### config.mk
export PLATFORM = sky130hd
export DESIGN_NAME = cke_pd_ctrl
export DESIGN_NICKNAME = d
export VERILOG_FILES = /design/src/rtl/cke_pd_pkg.sv /design/src/rtl/cke_pop_ctl.sv /design/src/rtl/cke_rank_fsm.sv /design/src/rtl/cke_pd_ctrl.sv
export SDC_FILE = /design/constraint.sdc
export NUM_CORES = 1
export LEC_CHECK = 0
export ABC_AREA = 1
export BUFFER_PORTS_ARGS = -buffer_cell sky130_fd_sc_hd__buf_2
export CAP_MARGIN = 10
export CORE_UTILIZATION = 55
export DETAILED_ROUTE_END_ITERATION = 16
export GPL_TIMING_DRIVEN = 0
export PLACE_DENSITY = 0.72
export SLEW_MARGIN = 15
export SYNTH_ARGS = -nofsm -noshare
export SYNTH_HDL_FRONTEND = slang
export SYNTH_SLANG_ARGS = --single-unit
### constraint.sdc
create_clock -name clk -period 2.3 [get_ports clk]
set_input_delay 0.115 -clock clk [delete_from_list [all_inputs] [get_ports clk]]
set_output_delay 0.115 -clock clk [all_outputs]
set_load 0.02 [all_outputs]
### src/rtl/cke_pd_pkg.sv
package cke_pd_pkg;

  typedef enum logic [2:0] {
    ST_ACT   = 3'd0,
    ST_PRE   = 3'd1,
    ST_PD    = 3'd2,
    ST_XP    = 3'd3,
    ST_XPDLL = 3'd4
  } rank_st_e;

  localparam logic [1:0] MODE_OFF  = 2'd0;
  localparam logic [1:0] MODE_AUTO = 2'd1;
  localparam logic [1:0] MODE_PRE  = 2'd2;
  localparam logic [1:0] MODE_DLL  = 2'd3;

  // Idle window has elapsed once the counter has reached the programmed limit.
  function automatic logic idle_expired(input int unsigned cnt, input int unsigned lim);
    return cnt >= lim;
  endfunction

  // A wait of lim cycles ends on the cycle where cnt reaches lim-1 (lim 0 acts as 1).
  function automatic logic wait_done(input int unsigned cnt, input int unsigned lim);
    return (cnt + 1) >= lim;
  endfunction

endpackage

### src/rtl/cke_pop_ctl.sv
module cke_pop_ctl #(
  parameter int NUM_RANKS = 4
) (
  input  logic                 clk,
  input  logic                 rst_n,
  input  logic                 wr,
  input  logic                 tri_en,
  input  logic [NUM_RANKS-1:0] mask,
  output logic [NUM_RANKS-1:0] drive_en
);

  logic                 tri_q;
  logic [NUM_RANKS-1:0] mask_q;

  always_ff @(posedge clk) begin
    if (!rst_n) begin
      tri_q  <= 1'b0;
      mask_q <= '1;
    end else if (wr) begin
      tri_q  <= tri_en;
      mask_q <= mask;
    end
  end

  always_comb begin
    for (int i = 0; i < NUM_RANKS; i++) begin
      drive_en[i] = !tri_q || mask_q[i];
    end
  end

  assert_oe_hold_R11: assert property (@(posedge clk) disable iff (!rst_n)
    !$past(wr) |-> $stable(drive_en));

  assert_oe_all_R11: assert property (@(posedge clk) disable iff (!rst_n)
    ($past(wr) && !$past(tri_en)) |-> (&drive_en));

endmodule

### src/rtl/cke_rank_fsm.sv
module cke_rank_fsm
  import cke_pd_pkg::*;
#(
  parameter int IDLE_W   = 8,
  parameter int TXP_W    = 4,
  parameter int TXPDLL_W = 5
) (
  input  logic                clk,
  input  logic                rst_n,
  input  logic [1:0]          cfg_mode,
  input  logic [IDLE_W-1:0]   cfg_idle,
  input  logic [TXP_W-1:0]    cfg_txp,
  input  logic [TXPDLL_W-1:0] cfg_txpdll,
  input  logic                req,
  input  logic                bank_open,
  input  logic                pre_ack,
  output logic                cke,
  output logic                pre_req,
  output logic                cmd_ready,
  output logic                data_ready,
  output logic                pd_open
);

  localparam int CNT_W = (TXP_W > TXPDLL_W) ? TXP_W : TXPDLL_W;

  rank_st_e          state, nxt;
  logic [IDLE_W-1:0] idle_ctr;
  logic [CNT_W-1:0]  xctr;
  logic              apd_q, dll_q;

  // Named internal events
  logic enter_evt, need_pre, xp_done, dll_done, to_pd;

  assign enter_evt = (state == ST_ACT) && (cfg_mode != MODE_OFF) && !req &&
                     idle_expired(32'(idle_ctr), 32'(cfg_idle));
  assign need_pre  = (cfg_mode == MODE_PRE) || ((cfg_mode == MODE_DLL) && bank_open);
  assign xp_done   = (state == ST_XP) && wait_done(32'(xctr), 32'(cfg_txp));
  assign dll_done  = (state == ST_XPDLL) && wait_done(32'(xctr), 32'(cfg_txpdll));
  assign to_pd     = (nxt == ST_PD) && (state != ST_PD);

  always_comb begin
    nxt = state;
    case (state)
      ST_ACT:   if (enter_evt) nxt = need_pre ? ST_PRE : ST_PD;
      ST_PRE:   if (req) nxt = ST_ACT;
                else if (pre_ack) nxt = ST_PD;
      ST_PD:    if (req) nxt = ST_XP;
      ST_XP:    if (xp_done) nxt = dll_q ? ST_XPDLL : ST_ACT;
      ST_XPDLL: if (dll_done) nxt = ST_ACT;
      default:  nxt = ST_ACT;
    endcase
  end

  always_ff @(posedge clk) begin
    if (!rst_n) begin
      state    <= ST_ACT;
      idle_ctr <= '0;
      xctr     <= '0;
      apd_q    <= 1'b0;
      dll_q    <= 1'b0;
    end else begin
      state <= nxt;
      if (state != ST_ACT || req) idle_ctr <= '0;
      else if (idle_ctr < cfg_idle) idle_ctr <= idle_ctr + 1'b1;
      if (nxt != state) xctr <= '0;
      else if (state == ST_XP || state == ST_XPDLL) xctr <= xctr + 1'b1;
      if (to_pd) begin
        apd_q <= (state == ST_ACT) && (cfg_mode == MODE_AUTO) && bank_open;
        dll_q <= (cfg_mode == MODE_DLL);
      end
    end
  end

  assign cke        = (state != ST_PD);
  assign pre_req    = (state == ST_PRE);
  assign cmd_ready  = (state == ST_ACT) || (state == ST_XPDLL);
  assign data_ready = (state == ST_ACT);
  assign pd_open    = (state == ST_PD) && apd_q;

  assert_no_entry_off_R2: assert property (@(posedge clk) disable iff (!rst_n)
    $fell(cke) |-> ($past(cfg_mode) != MODE_OFF));

  assert_idle_entry_R3: assert property (@(posedge clk) disable iff (!rst_n)
    $fell(cke) |-> !$past(req));

  assert_apd_kind_R4: assert property (@(posedge clk) disable iff (!rst_n)
    $rose(pd_open) |-> ($past(bank_open) && ($past(cfg_mode) == MODE_AUTO)));

  assert_pre_ack_R5: assert property (@(posedge clk) disable iff (!rst_n)
    ($fell(cke) && $past(pre_req)) |-> $past(pre_ack));

  assert_wake_R8: assert property (@(posedge clk) disable iff (!rst_n)
    (!$past(cke) && $past(req)) |-> cke);

  assert_rise_wait_R8: assert property (@(posedge clk) disable iff (!rst_n)
    $rose(cke) |-> !cmd_ready);

  assert_data_after_cmd_R10: assert property (@(posedge clk) disable iff (!rst_n)
    data_ready |-> cmd_ready);

endmodule

### src/rtl/cke_pd_ctrl.sv
module cke_pd_ctrl #(
  parameter int NUM_RANKS = 4,
  parameter int IDLE_W    = 8,
  parameter int TXP_W     = 4,
  parameter int TXPDLL_W  = 5
) (
  input  logic                 clk,
  input  logic                 rst_n,
  input  logic [1:0]           cfg_mode,
  input  logic [IDLE_W-1:0]    cfg_idle,
  input  logic [TXP_W-1:0]     cfg_txp,
  input  logic [TXPDLL_W-1:0]  cfg_txpdll,
  input  logic                 cfg_pop_wr,
  input  logic                 cfg_tri_en,
  input  logic [NUM_RANKS-1:0] cfg_pop_mask,
  input  logic [NUM_RANKS-1:0] req_pending,
  input  logic [NUM_RANKS-1:0] bank_open,
  input  logic [NUM_RANKS-1:0] pre_all_ack,
  output logic [NUM_RANKS-1:0] cke,
  output logic [NUM_RANKS-1:0] cke_oe,
  output logic [NUM_RANKS-1:0] cs_oe,
  output logic [NUM_RANKS-1:0] pre_all_req,
  output logic [NUM_RANKS-1:0] cmd_ready,
  output logic [NUM_RANKS-1:0] data_ready,
  output logic [NUM_RANKS-1:0] pd_open
);

  logic [NUM_RANKS-1:0] drive_en;

  cke_pop_ctl #(.NUM_RANKS(NUM_RANKS)) u_pop (
    .clk      (clk),
    .rst_n    (rst_n),
    .wr       (cfg_pop_wr),
    .tri_en   (cfg_tri_en),
    .mask     (cfg_pop_mask),
    .drive_en (drive_en)
  );

  assign cke_oe = drive_en;
  assign cs_oe  = drive_en;

  for (genvar r = 0; r < NUM_RANKS; r++) begin : g_rank
    cke_rank_fsm #(
      .IDLE_W   (IDLE_W),
      .TXP_W    (TXP_W),
      .TXPDLL_W (TXPDLL_W)
    ) u_fsm (
      .clk        (clk),
      .rst_n      (rst_n),
      .cfg_mode   (cfg_mode),
      .cfg_idle   (cfg_idle),
      .cfg_txp    (cfg_txp),
      .cfg_txpdll (cfg_txpdll),
      .req        (req_pending[r]),
      .bank_open  (bank_open[r]),
      .pre_ack    (pre_all_ack[r]),
      .cke        (cke[r]),
      .pre_req    (pre_all_req[r]),
      .cmd_ready  (cmd_ready[r]),
      .data_ready (data_ready[r]),
      .pd_open    (pd_open[r])
    );
  end

endmodule

==> impl_metrics.ini, run 1 <==
[grt]
grt_pass1_wl_mm = 22.67
grt_overflow = 0
grt_max_degree = 15
grt_pass1_vias = 5123
grt_antenna_before_repair = 0
grt.total_usage_pct = 25.65

[synth]
syn_avg_cell_area_um2 = 6.855
netlist_area_mm2 = 0.005772
synth_flop_cell = dfxtp_1
synth-seq-cells = 77
yosys.area_share.simple_pct = 28.81
syn_inst = 842
synth-compound-area-share_pct = 11.47
muxShareOfSynthArea_pct = 1.387
synth_top_family_by_area = simple AND/OR/NAND/NOR gates
synth_warnings = 0
synth_xor_area_share_pct = 2.276
synth_nets = 957
ys_types = 34
synth_edf_count = 0
async_flop_share_pct = 0
synthAdderAreaFrac_pct = 16.48
seq_area_frac_synth_pct = 26.71

[place]
place_ws_ns = -0.2795
routabilityCongestion = 0.8884
hpwlAfterDp_mm = 10.78
portBuffers = 65
dp_cells = 1043

[route]
drt_iter0_markers = 344
viasPerCell = 5.268
drcViolationCount = 0
ant_nets = 0
wl_per_cell_um = 12.89
first_pass_iters = 5
wl_mm = 13.89
num_vias = 5674

[cts]
cts_max_level = 3
cts_sinks = 77
cts_made_buffers = 9
clkLatencyLatePin_ns = 0.36
path_clk_slew_ns = 0.09
clockBufferDepth = 2
cts_tree = yes
clockRootBuffer = clkbuf_8

[timing]
finalSetupViolations = 0
relSlewSlack_pct = 60.00
clock_skew_ns = 0.01337
fin_crit_ns = 2.169
fmax_mhz = 461.0
worst_pin_slew_ns = 0.5987
finalHoldViolCount = 0
period_share_pct = 94.32
fin_ws_ns = 0.1306
slew_violations = 0

[floorplanning]
dieArea_mm2 = 0.01091
ioPinCount = 67
core_mm2 = 0.01023
fp.dieW_um = 104.4
rows = 37
start_util_pct = 56.41
fp.dieH_um = 104.4

[worst_setup_path]
crit_path_start_kind = flop
cp-end-kind = flop
crit_type = flop to flop
reg2reg_depth = 14
critPathMaxFanout = 5
critPathArrivalTime_ns = 2.42
critical_path_required_ns = 2.55
r2r_slack_ns = 0.13

[final_layout]
layoutNonFillerInstCount = 1077
antennaDiodeCount = 0
final_cell_mix = 172 x nand2_1, 144 x inv_1, 80 x nor2_1, 70 x ha_1, 66 x dfxtp_1
fillers = 876
final_common_cell = nand2_1
area_growth_pct = 20.29
finalNetCount = 1051
drive_gt1_share_pct = 18.81

[status]
status = completed

[power_and_ir_drop]
peakVddDrop_v = 0.0003781
leakage_uw = 0.003364
power-per-cell-area_mw_per_mm2 = 407.9

[min_path]
hold_depth = 3
hold_path_class = input pin to flop

[flow_run]
cap_violations = 0
synth_stat cells (2+ instances only):
master      n  share of area (%)
xnor2_1     2               0.30
nand4_2     3               0.65
o21ai_0    34                2.9
o21a_1      6               0.78
nand2_1   174                 11
nor2_1     83                5.4
xor2_1     13                2.0
nor3b_1     5               0.65
nand3_2     5               0.87
o22ai_1     2               0.22
nor3_2      4               0.69
nand3_1    51                4.4
clkbuf_1    2               0.13
nor3_1     21                1.8
mux2i_1     8                1.4
ha_1       76                 16
nor2_2      2               0.22
a21boi_0    2               0.26
a31oi_1    11                1.2
buf_4      24                3.1
a21o_1      2               0.26
a21oi_1    58                5.0
nor4_1      2               0.22
inv_1     146                9.5
o21bai_1    5               0.65
nand4_1    13                1.4
dfxtp_1    77                 27
nand3b_1    5               0.65
worst max-delay path, cell delays in order, from the launching register on:
cell and delay (ns):
dfxtp_4 0.37, nand3_1 0.09, xor2_1 0.21, inv_1 0.12, ha_4 0.23, nand2_1 0.06
inv_1 0.05, a21oi_2 0.19, nand4_2 0.15, nand2_1 0.11, inv_1 0.06, a21oi_2 0.21
nor2_2 0.07, nand3_4 0.09, nor2_1 0.04
final timing paths:
kind                                   to                     from
setup / recovery  g_rank[3].u_fsm.xctr[0]  g_rank[3].u_fsm.xctr[1]
hold / removal      g_rank[3].u_fsm.apd_q             bank_open[3]
setup reg to reg  g_rank[3].u_fsm.xctr[0]  g_rank[3].u_fsm.xctr[1]
hold reg to reg     g_rank[2].u_fsm.apd_q    g_rank[2].u_fsm.apd_q
per-stage QoR:
step                      setup TNS (ns)  utilization [%]  total power [uW]  area [um2]  hold slack (ns)
after global placement            -3.087            61.26              1659        6267           0.3371
after detailed placement          -4.572            61.26              1675        6267           0.3414
final                                  0            67.86              2832        6943          0.01944
after floorplan                        0                -              1566        5772           0.2414
after global routing             -0.2869            67.86              2963        6943          0.03359
after CTS                              0            64.57              2842        6606          0.01366
power by group:
part | internal, uW | leakage, uW | total (uW) | switching [uW]
clock | 617 | 0.000110 | 1170 | 557
sequential | 1330 | 0.000631 | 1350 | 12.0
combinational | 117 | 0.00262 | 311 | 195
metal layers:
metal	vias up	share of wire (%)	GRT usage, %
li1	2916	-	-
met1	2610	43	29.03
met2	128	52	47.68
met3	20	3.8	4.261
met4	0	1.8	9.592
met5	-	0	0
cell type report:
cell class,instances,area [um2],area share (%)
tap,136,170.2,2.451
inverter,147,551.8,7.947
multi-input combinational,591,3751,54.03
clock inverter,7,98.84,1.424
clock buffer,9,123.9,1.784
buffer,27,191.4,2.757
sequential,77,1580,22.76
timing repair buffer,83,475.5,6.848
kinds of logic (layout without fill, tap and decap cells):
family | after synthesis | after routing
buf+inv | 174 | 273
xor+xnor | 15 | 15
mux | 8 | 8
simple gates | 371 | 371
compound gates | 121 | 121
fa+ha+maj | 76 | 76
flops | 77 | 77
registers in the layout (all words and copies together) (netlist names):
signal	cells
g_rank.u_fsm.xctr	20
g_rank.u_fsm.dll_q	4
g_rank.u_fsm.idle_ctr	32
g_rank.u_fsm.state	12
u_pop.mask_q	4
u_pop.tri_q	1
g_rank.u_fsm.apd_q	4
repair_timing:
action | 4_1_cts | 5_1_grt
resized for setup | 18 | 52
hold buffers | 6 | 0
pin swaps | 0 | 16
endpoints found under the hold margin | 6 | 0
endpoints found under the setup margin | 28 | 30
buffers inserted | 0 | 12
(Power assumes the default switching activity.)
==> run 2, diff against run 1 <==
PLACE_DENSITY = 0.76   (was 0.72)
SYNTH_HIERARCHICAL = 1   (was unset)
==> run 2 against run 1 <==
Cell area is 1.7% higher. Setup slack worse by 0.033 ns. Die area is 5.1% higher. Synthesized area is 5.2% higher. Synthesized cell count is 4.3% higher. Final cell count is 2.8% higher.
==> impl_metrics.ini, run 2 <==
[status]
status = completed

[synth]
async_flop_share_pct = 0
muxShareOfSynthArea_pct = 1.319
synth-seq-cells = 77
synth-compound-area-share_pct = 10.65
syn_avg_cell_area_um2 = 6.916
synth_top_family_by_area = simple AND/OR/NAND/NOR gates
syn_inst = 878
synth_top_area_share_pct = 25.39
synth_nets = 993
synth_warnings = 6
synth.largest_area_cell = dfxtp_1
synthTopCellsByArea = dfxtp_1 25%, ha_1 16%, inv_1 12%
netlist_area_mm2 = 0.006072
yosys.area_share.simple_pct = 32.45
synth_flop_cell = dfxtp_1
synth_edf_count = 0
ys_types = 35
synth_commonest_cells = 188 x inv_1, 165 x nand2_1, 77 x dfxtp_1, 76 x ha_1, 61 x a21oi_1
synth_xor_area_share_pct = 1.731
yosysMostFrequentCell = inv_1
synthAdderAreaFrac_pct = 15.66
seq_area_frac_synth_pct = 25.39

[cts]
clkLatencyLatePin_ns = 0.35
cts_made_buffers = 9
cts_sinks = 77
cts_tree = yes
clockRootBuffer = clkbuf_8
clockBufferDepth = 2
path_clk_slew_ns = 0.08
cts_max_level = 3

[grt]
met2_usage_pct = 42.35
grt_pass1_wl_mm = 22.78
grt_use_met3_pct = 4.620
grt.total_usage_pct = 24.58
grt_max_degree = 16
grt_antenna_before_repair = 0
grt_util_met1_pct = 30.78
busiest_layer = met2
grt_pass1_vias = 5196
grt_overflow = 0

[final_layout]
regMostFlops = g_rank.u_fsm/idle_ctr
finalNetCount = 1083
fillers = 917
final_common_cell = inv_1
fin_util_pct = 67.21
final_cell_mix = 187 x inv_1, 164 x nand2_1, 72 x ha_1, 66 x buf_2, 64 x dfxtp_1
largest_reg_flops = 32
area_growth_pct = 16.32
reg.largest.list = g_rank.u_fsm/idle_ctr x32, g_rank.u_fsm/xctr x20, g_rank.u_fsm/state x12
drive_gt1_share_pct = 20.49
antennaDiodeCount = 0

[floorplanning]
ioPinCount = 67
start_util_pct = 57.78
fp.dieH_um = 107.1
rows = 37
core_mm2 = 0.01051
dieArea_mm2 = 0.01146
fp.dieW_um = 107.1

[timing]
period_share_pct = 95.74
fin_crit_ns = 2.202
hold_slack_ns = 0.05607
worst_pin_slew_ns = 0.6089
rsz0062_at_grt = yes
clock_skew_ns = 0.01025
finalSetupViolations = 0
fmax_mhz = 454.1
relSlewSlack_pct = 59.03
finalHoldViolCount = 0
slew_violations = 0

[route]
wl_mm = 13.66
viasPerCell = 5.082
drt_iter0_markers = 201
ant_nets = 0
first_pass_iters = 5
num_vias = 5626
wl_per_cell_um = 12.34
drcViolationCount = 0

[flow_run]
cap_violations = 0

[worst_setup_path]
critPathArrivalTime_ns = 2.48
cp-startpoint = g_rank[1].u_fsm/xctr[0]
r2r-start = g_rank[1].u_fsm/xctr[0]
r2r_end = g_rank[1].u_fsm/xctr[0]
r2r_slack_ns = 0.1
path_cells = nand3_1 > xor2_2 > inv_1 > ha_1 > a21o_1 > a21oi_2 > nand4_2 > nand2_1 > inv_1 > nand3_1 > nand2_1 > nor2_2 > nand2_2 > nor2_1
cp_slowest_cell = dfxtp_4
critPathMaxStageDelay_ns = 0.39
crit_path_start_kind = flop
critPathMaxFanout = 5
critical_path_required_ns = 2.58
crit_type = flop to flop
reg2reg_depth = 14
cp-end-kind = flop

[min_path]
holdPathEnd = u_pop/tri_q
hold_depth = 5
hold_path_class = input pin to flop
hold_start = cfg_tri_en

[power_and_ir_drop]
leakage_uw = 0.003542
power_uw = 2629
power-per-cell-area_mw_per_mm2 = 372.3
peakVddDrop_v = 0.0003874

[place]
portBuffers = 66
hpwlAfterDp_mm = 10.31
routabilityCongestion = 0.8328
## run 2: cell count changes in the layout (fill, tap and decap cells not counted), sizes merged, moves of 3 or more
cell    delta
a21oi      +3
nand3      +4
inv       +51
nor2      -15
o21bai     -4
nor3      +16
a21o       +4
nor4       +5
and3       +3
buf       -23
## run 2: worst max-delay path by stage
stage | endpoint | slack, ns | cells past startpoint
final | g_rank[1].u_fsm/xctr[0] | 0.1 | 14
after global routing | g_rank[1].u_fsm/xctr[3] | -0.06 | 14
after CTS | g_rank[2].u_fsm/xctr[4] | 0.01 | 14
after detailed placement | g_rank[3].u_fsm/xctr[1] | -0.17 | 13
after global placement | g_rank[1].u_fsm/xctr[0] | -0.13 | 13
after floorplan | g_rank[3].u_fsm/xctr[3] | 0.18 | 13
## run 2: power breakdown
part	switching (uW)	internal, uW	total (uW)
Clock	493	414	907
Combinational	233	132	366
Sequential	16.8	1340	1360
## run 2: cell type report
class | count | area [um2] | share of cell area (%)
Timing Repair Buffer | 79 | 437.9 | 6.200
Buffer | 4 | 30.03 | 0.4252
Multi-Input combinational cell | 598 | 3940 | 55.78
Clock inverter | 1 | 8.758 | 0.1240
Clock buffer | 13 | 148.9 | 2.108
Sequential cell | 77 | 1580 | 22.37
Tap cell | 136 | 170.2 | 2.409
Inverter | 199 | 747.0 | 10.58
## run 2: cell families after synthesis
family	count (synthesis)
mux	8
flops	77
fa+ha+maj	76
xor+xnor	12
buf+inv	203
compound gates	118
simple gates	384
## run 2: critical path: cells and delay by family, from the launching register on
kind | cells | cell delay, ns
AND/OR/NAND/NOR | 8 | 0.81
adder cells (fa/ha/maj) | 1 | 0.29
AO/OA/AOI/OAI | 2 | 0.35
buffers and inverters | 2 | 0.13
XOR/XNOR | 1 | 0.16
flip-flops | 1 | 0.39
## run 2: timing repair
item                                    in CTS  in global routing
resized for setup                           13                 41
endpoints found under the setup margin      23                 28
hold endpoints to repair                     4                  0
pin swaps                                    0                  9
setup buffers                                0                  9
hold buffers                                 4                  0
## run 2: per-layer routing
metal  wire (um)  up-vias  part of all wire (%)
met5           0        -                     0
met4         197        0                   1.4
met3         475       14                   3.5
met2        6422       84                    47
met1        6560     2527                    48
li1            -     3001                     -
## run 2: through the flow
stage,setup TNS [ns],worst slack [ns],cells,instance area [um2]
floorplan,0,0.1825,878,6072
global placement,-1.743,-0.1301,1080,6573
detailed placement,-2.442,-0.1673,1080,6573
CTS,0,0.009978,1098,6819
global route,-0.3484,-0.05832,1107,7063
finish,0,0.09788,1107,7063
==> run 3, diff against run 2 <==
ABC_AREA = 0   (was 1)
SYNTH_HIERARCHICAL = unset   (was 1)
==> run 3 against run 2 <==
Largest power group unchanged. Via count barely moved. Clock skew fell by 0.0017 ns. Cell area rose by 0.97%. Die area fell by 3.2%. The run now ends with setup timing left. Final cell count fell by 14%. Hold slack got worse by 0.030 ns. Combinational power rose by 6.3%.
==> impl_metrics.ini, run 3 <==
[status]
status = finished with violations
violations = setup timing

[floorplanning]
ioPinCount = 67
core_mm2 = 0.01032
dieArea_mm2 = 0.01110
fp.dieH_um = 105.3
rows = 37
fp.dieW_um = 105.3
start_util_pct = 56.89

[grt]
grt_max_degree = 14
grt_antenna_before_repair = 0
grt_pass1_vias = 5160
grt_overflow = 0
grt.total_usage_pct = 27.17
grt_pass1_wl_mm = 24.37

[cts]
clockBufferDepth = 2
path_clk_slew_ns = 0.09
cts_made_buffers = 9
cts_tree = yes
clockRootBuffer = clkbuf_8
cts_sinks = 77
clkLatencyLatePin_ns = 0.37
cts_max_level = 3

[timing]
finalHoldViolCount = 0
relSlewSlack_pct = 45.55
slew_violations = 0
clock_skew_ns = 0.008546
worst_pin_slew_ns = 0.8104
fin_setup_tns_ns = -1.112
fin_crit_ns = 2.482
rsz0062_at_grt = yes
fmax_mhz = 402.9
period_share_pct = 107.9
finalSetupViolations = 14
fin_ws_ns = -0.1818

[synth]
synth_edf_count = 0
synthTopCellsByArea = dfxtp_1 26%, ha_1 16%, xor2_1 4.5%
synth_flop_cell = dfxtp_1
synth_top_area_share_pct = 26.25
syn_inst = 716
yosysMostFrequentCell = dfxtp_1
synth.largest_area_cell = dfxtp_1
synth_nets = 831
synth-seq-cells = 77
async_flop_share_pct = 0
syn_avg_cell_area_um2 = 8.203
synth_warnings = 0
seq_area_frac_synth_pct = 26.25
ys_types = 58
synth_commonest_cells = 77 x dfxtp_1, 76 x ha_1, 61 x nor2_1, 51 x nand2_1, 41 x a21oi_1
netlist_area_mm2 = 0.005873

[final_layout]
multi_input_area_mm2 = 0.004343
largest_reg_flops = 32
final_cell_mix = 69 x ha_1, 67 x dfxtp_1, 65 x buf_2, 59 x nor2_1, 50 x nand2_1
reg.largest.list = g_rank.u_fsm.idle_ctr x32, g_rank.u_fsm.xctr x20, g_rank.u_fsm.state x12
drive_gt1_share_pct = 23.46
fillers = 797
area_growth_pct = 21.43
regMostFlops = g_rank.u_fsm.idle_ctr
final_common_cell = ha_1
register_area_mm2 = 0.001564
finalNetCount = 924
fin_util_pct = 69.08
antennaDiodeCount = 0

[worst_setup_path]
crit_type = flop to flop
crit_path_start_kind = flop
critical_path_required_ns = 2.59
cp-end-kind = flop
r2r-start = g_rank[3].u_fsm.xctr[0]
r2r_end = g_rank[3].u_fsm.xctr[3]
critPathMaxFanout = 5
reg2reg_depth = 9
critPathArrivalTime_ns = 2.77
r2r_slack_ns = -0.18

[min_path]
holdPathEnd = g_rank[3].u_fsm.apd_q
hold_start = bank_open[3]
hold_path_class = input pin to flop
hold_depth = 3

[place]
portBuffers = 64
routabilityCongestion = 0.9169
hpwlAfterDp_mm = 11.06
place_ws_ns = -0.4231

[route]
wl_per_cell_um = 15.87
first_pass_iters = 5
viasPerCell = 5.926
drcViolationCount = 0
drt_iter0_markers = 339
ant_nets = 0
num_vias = 5630
wl_mm = 15.07

[power_and_ir_drop]
leakage_uw = 0.003100
power-per-cell-area_mw_per_mm2 = 400.7
power_uw = 2857
peakVddDrop_v = 0.0002864

[flow_run]
cap_violations = 0
[run 3: power by group]
part,internal (uW),switching (uW)
Sequential,1340,17.3
Combinational,161,228
Clock,567,540
Total,2070,786
[run 3: how the worst max path moves through the flow]
stage / startpoint / to / slack (ns) / cells after the start
after detailed placement: g_rank[1].u_fsm.xctr[0] / g_rank[1].u_fsm.xctr[0] / -0.42 / 8
final: g_rank[3].u_fsm.xctr[0] / g_rank[3].u_fsm.xctr[3] / -0.18 / 9
after global placement: g_rank[1].u_fsm.xctr[0] / g_rank[1].u_fsm.xctr[2] / -0.29 / 8
after floorplan: g_rank[3].u_fsm.xctr[0] / g_rank[3].u_fsm.xctr[1] / 0.007 / 9
after global routing: g_rank[3].u_fsm.xctr[0] / g_rank[3].u_fsm.xctr[1] / -0.32 / 9
after CTS: g_rank[3].u_fsm.xctr[0] / g_rank[3].u_fsm.xctr[3] / -0.19 / 9
[run 3: cell families (layout without fill, tap and decap cells)]
family | count (synthesis) | count (layout) | synth area share, %
buffers and inverters | 76 | 174 | 6.412
multiplexers | 18 | 18 | 3.089
XOR/XNOR | 51 | 51 | 7.605
AO/OA/AOI/OAI | 133 | 133 | 15.08
flip-flops | 77 | 77 | 26.25
adder cells (fa/ha/maj) | 76 | 76 | 16.19
AND/OR/NAND/NOR | 285 | 285 | 25.37
[run 3: layout make-up]
type | instances | area share [%]
plain buffers | 37 | 3.228
clock buffers | 12 | 2.175
clock inverters | 4 | 0.7719
inverters | 39 | 2.053
multi-input cells | 563 | 60.89
flip-flops and latches | 77 | 21.93
well taps | 136 | 2.386
repair buffers | 82 | 6.561
[run 3: metal layers]
layer | GRT usage [%] | vias up | routed length [um]
li1 | - | 2734 | -
met3 | 4.515 | 23 | 735
met1 | 35.00 | 2696 | 6874
met2 | 45.44 | 177 | 7159
met5 | 0 | - | 0
met4 | 10.16 | 0 | 303
[run 3: metrics by stage]
step	cells	hold WS [ns]	cell area [um2]
6_report	950	0.02636	7132
2_1_floorplan	716	0.2430	5902
4_1_cts	943	0.02251	6850
3_3_place_gp	916	0.3376	6392
5_1_grt	950	0.02597	7132
3_5_place_dp	916	0.3363	6392
[run 3: worst max-delay path, cell delays in order, from the launching register on]
cell      delay, ns
dfxtp_4        0.39
ha_4           0.14
xor2_2         0.18
ha_2           0.30
o21a_2         0.20
a211o_1        0.29
o31a_1         0.29
a221oi_2       0.29
o22ai_2        0.14
nor4_1         0.18
[run 3: repair_timing]
action                                  CTS  global route
pin swaps                                 4            18
setup buffers                             6             7
hold buffers                              5             0
endpoints found under the hold margin     5             0
cloned                                    0             0
resized for setup                        30            44
endpoints found under the setup margin   31            35
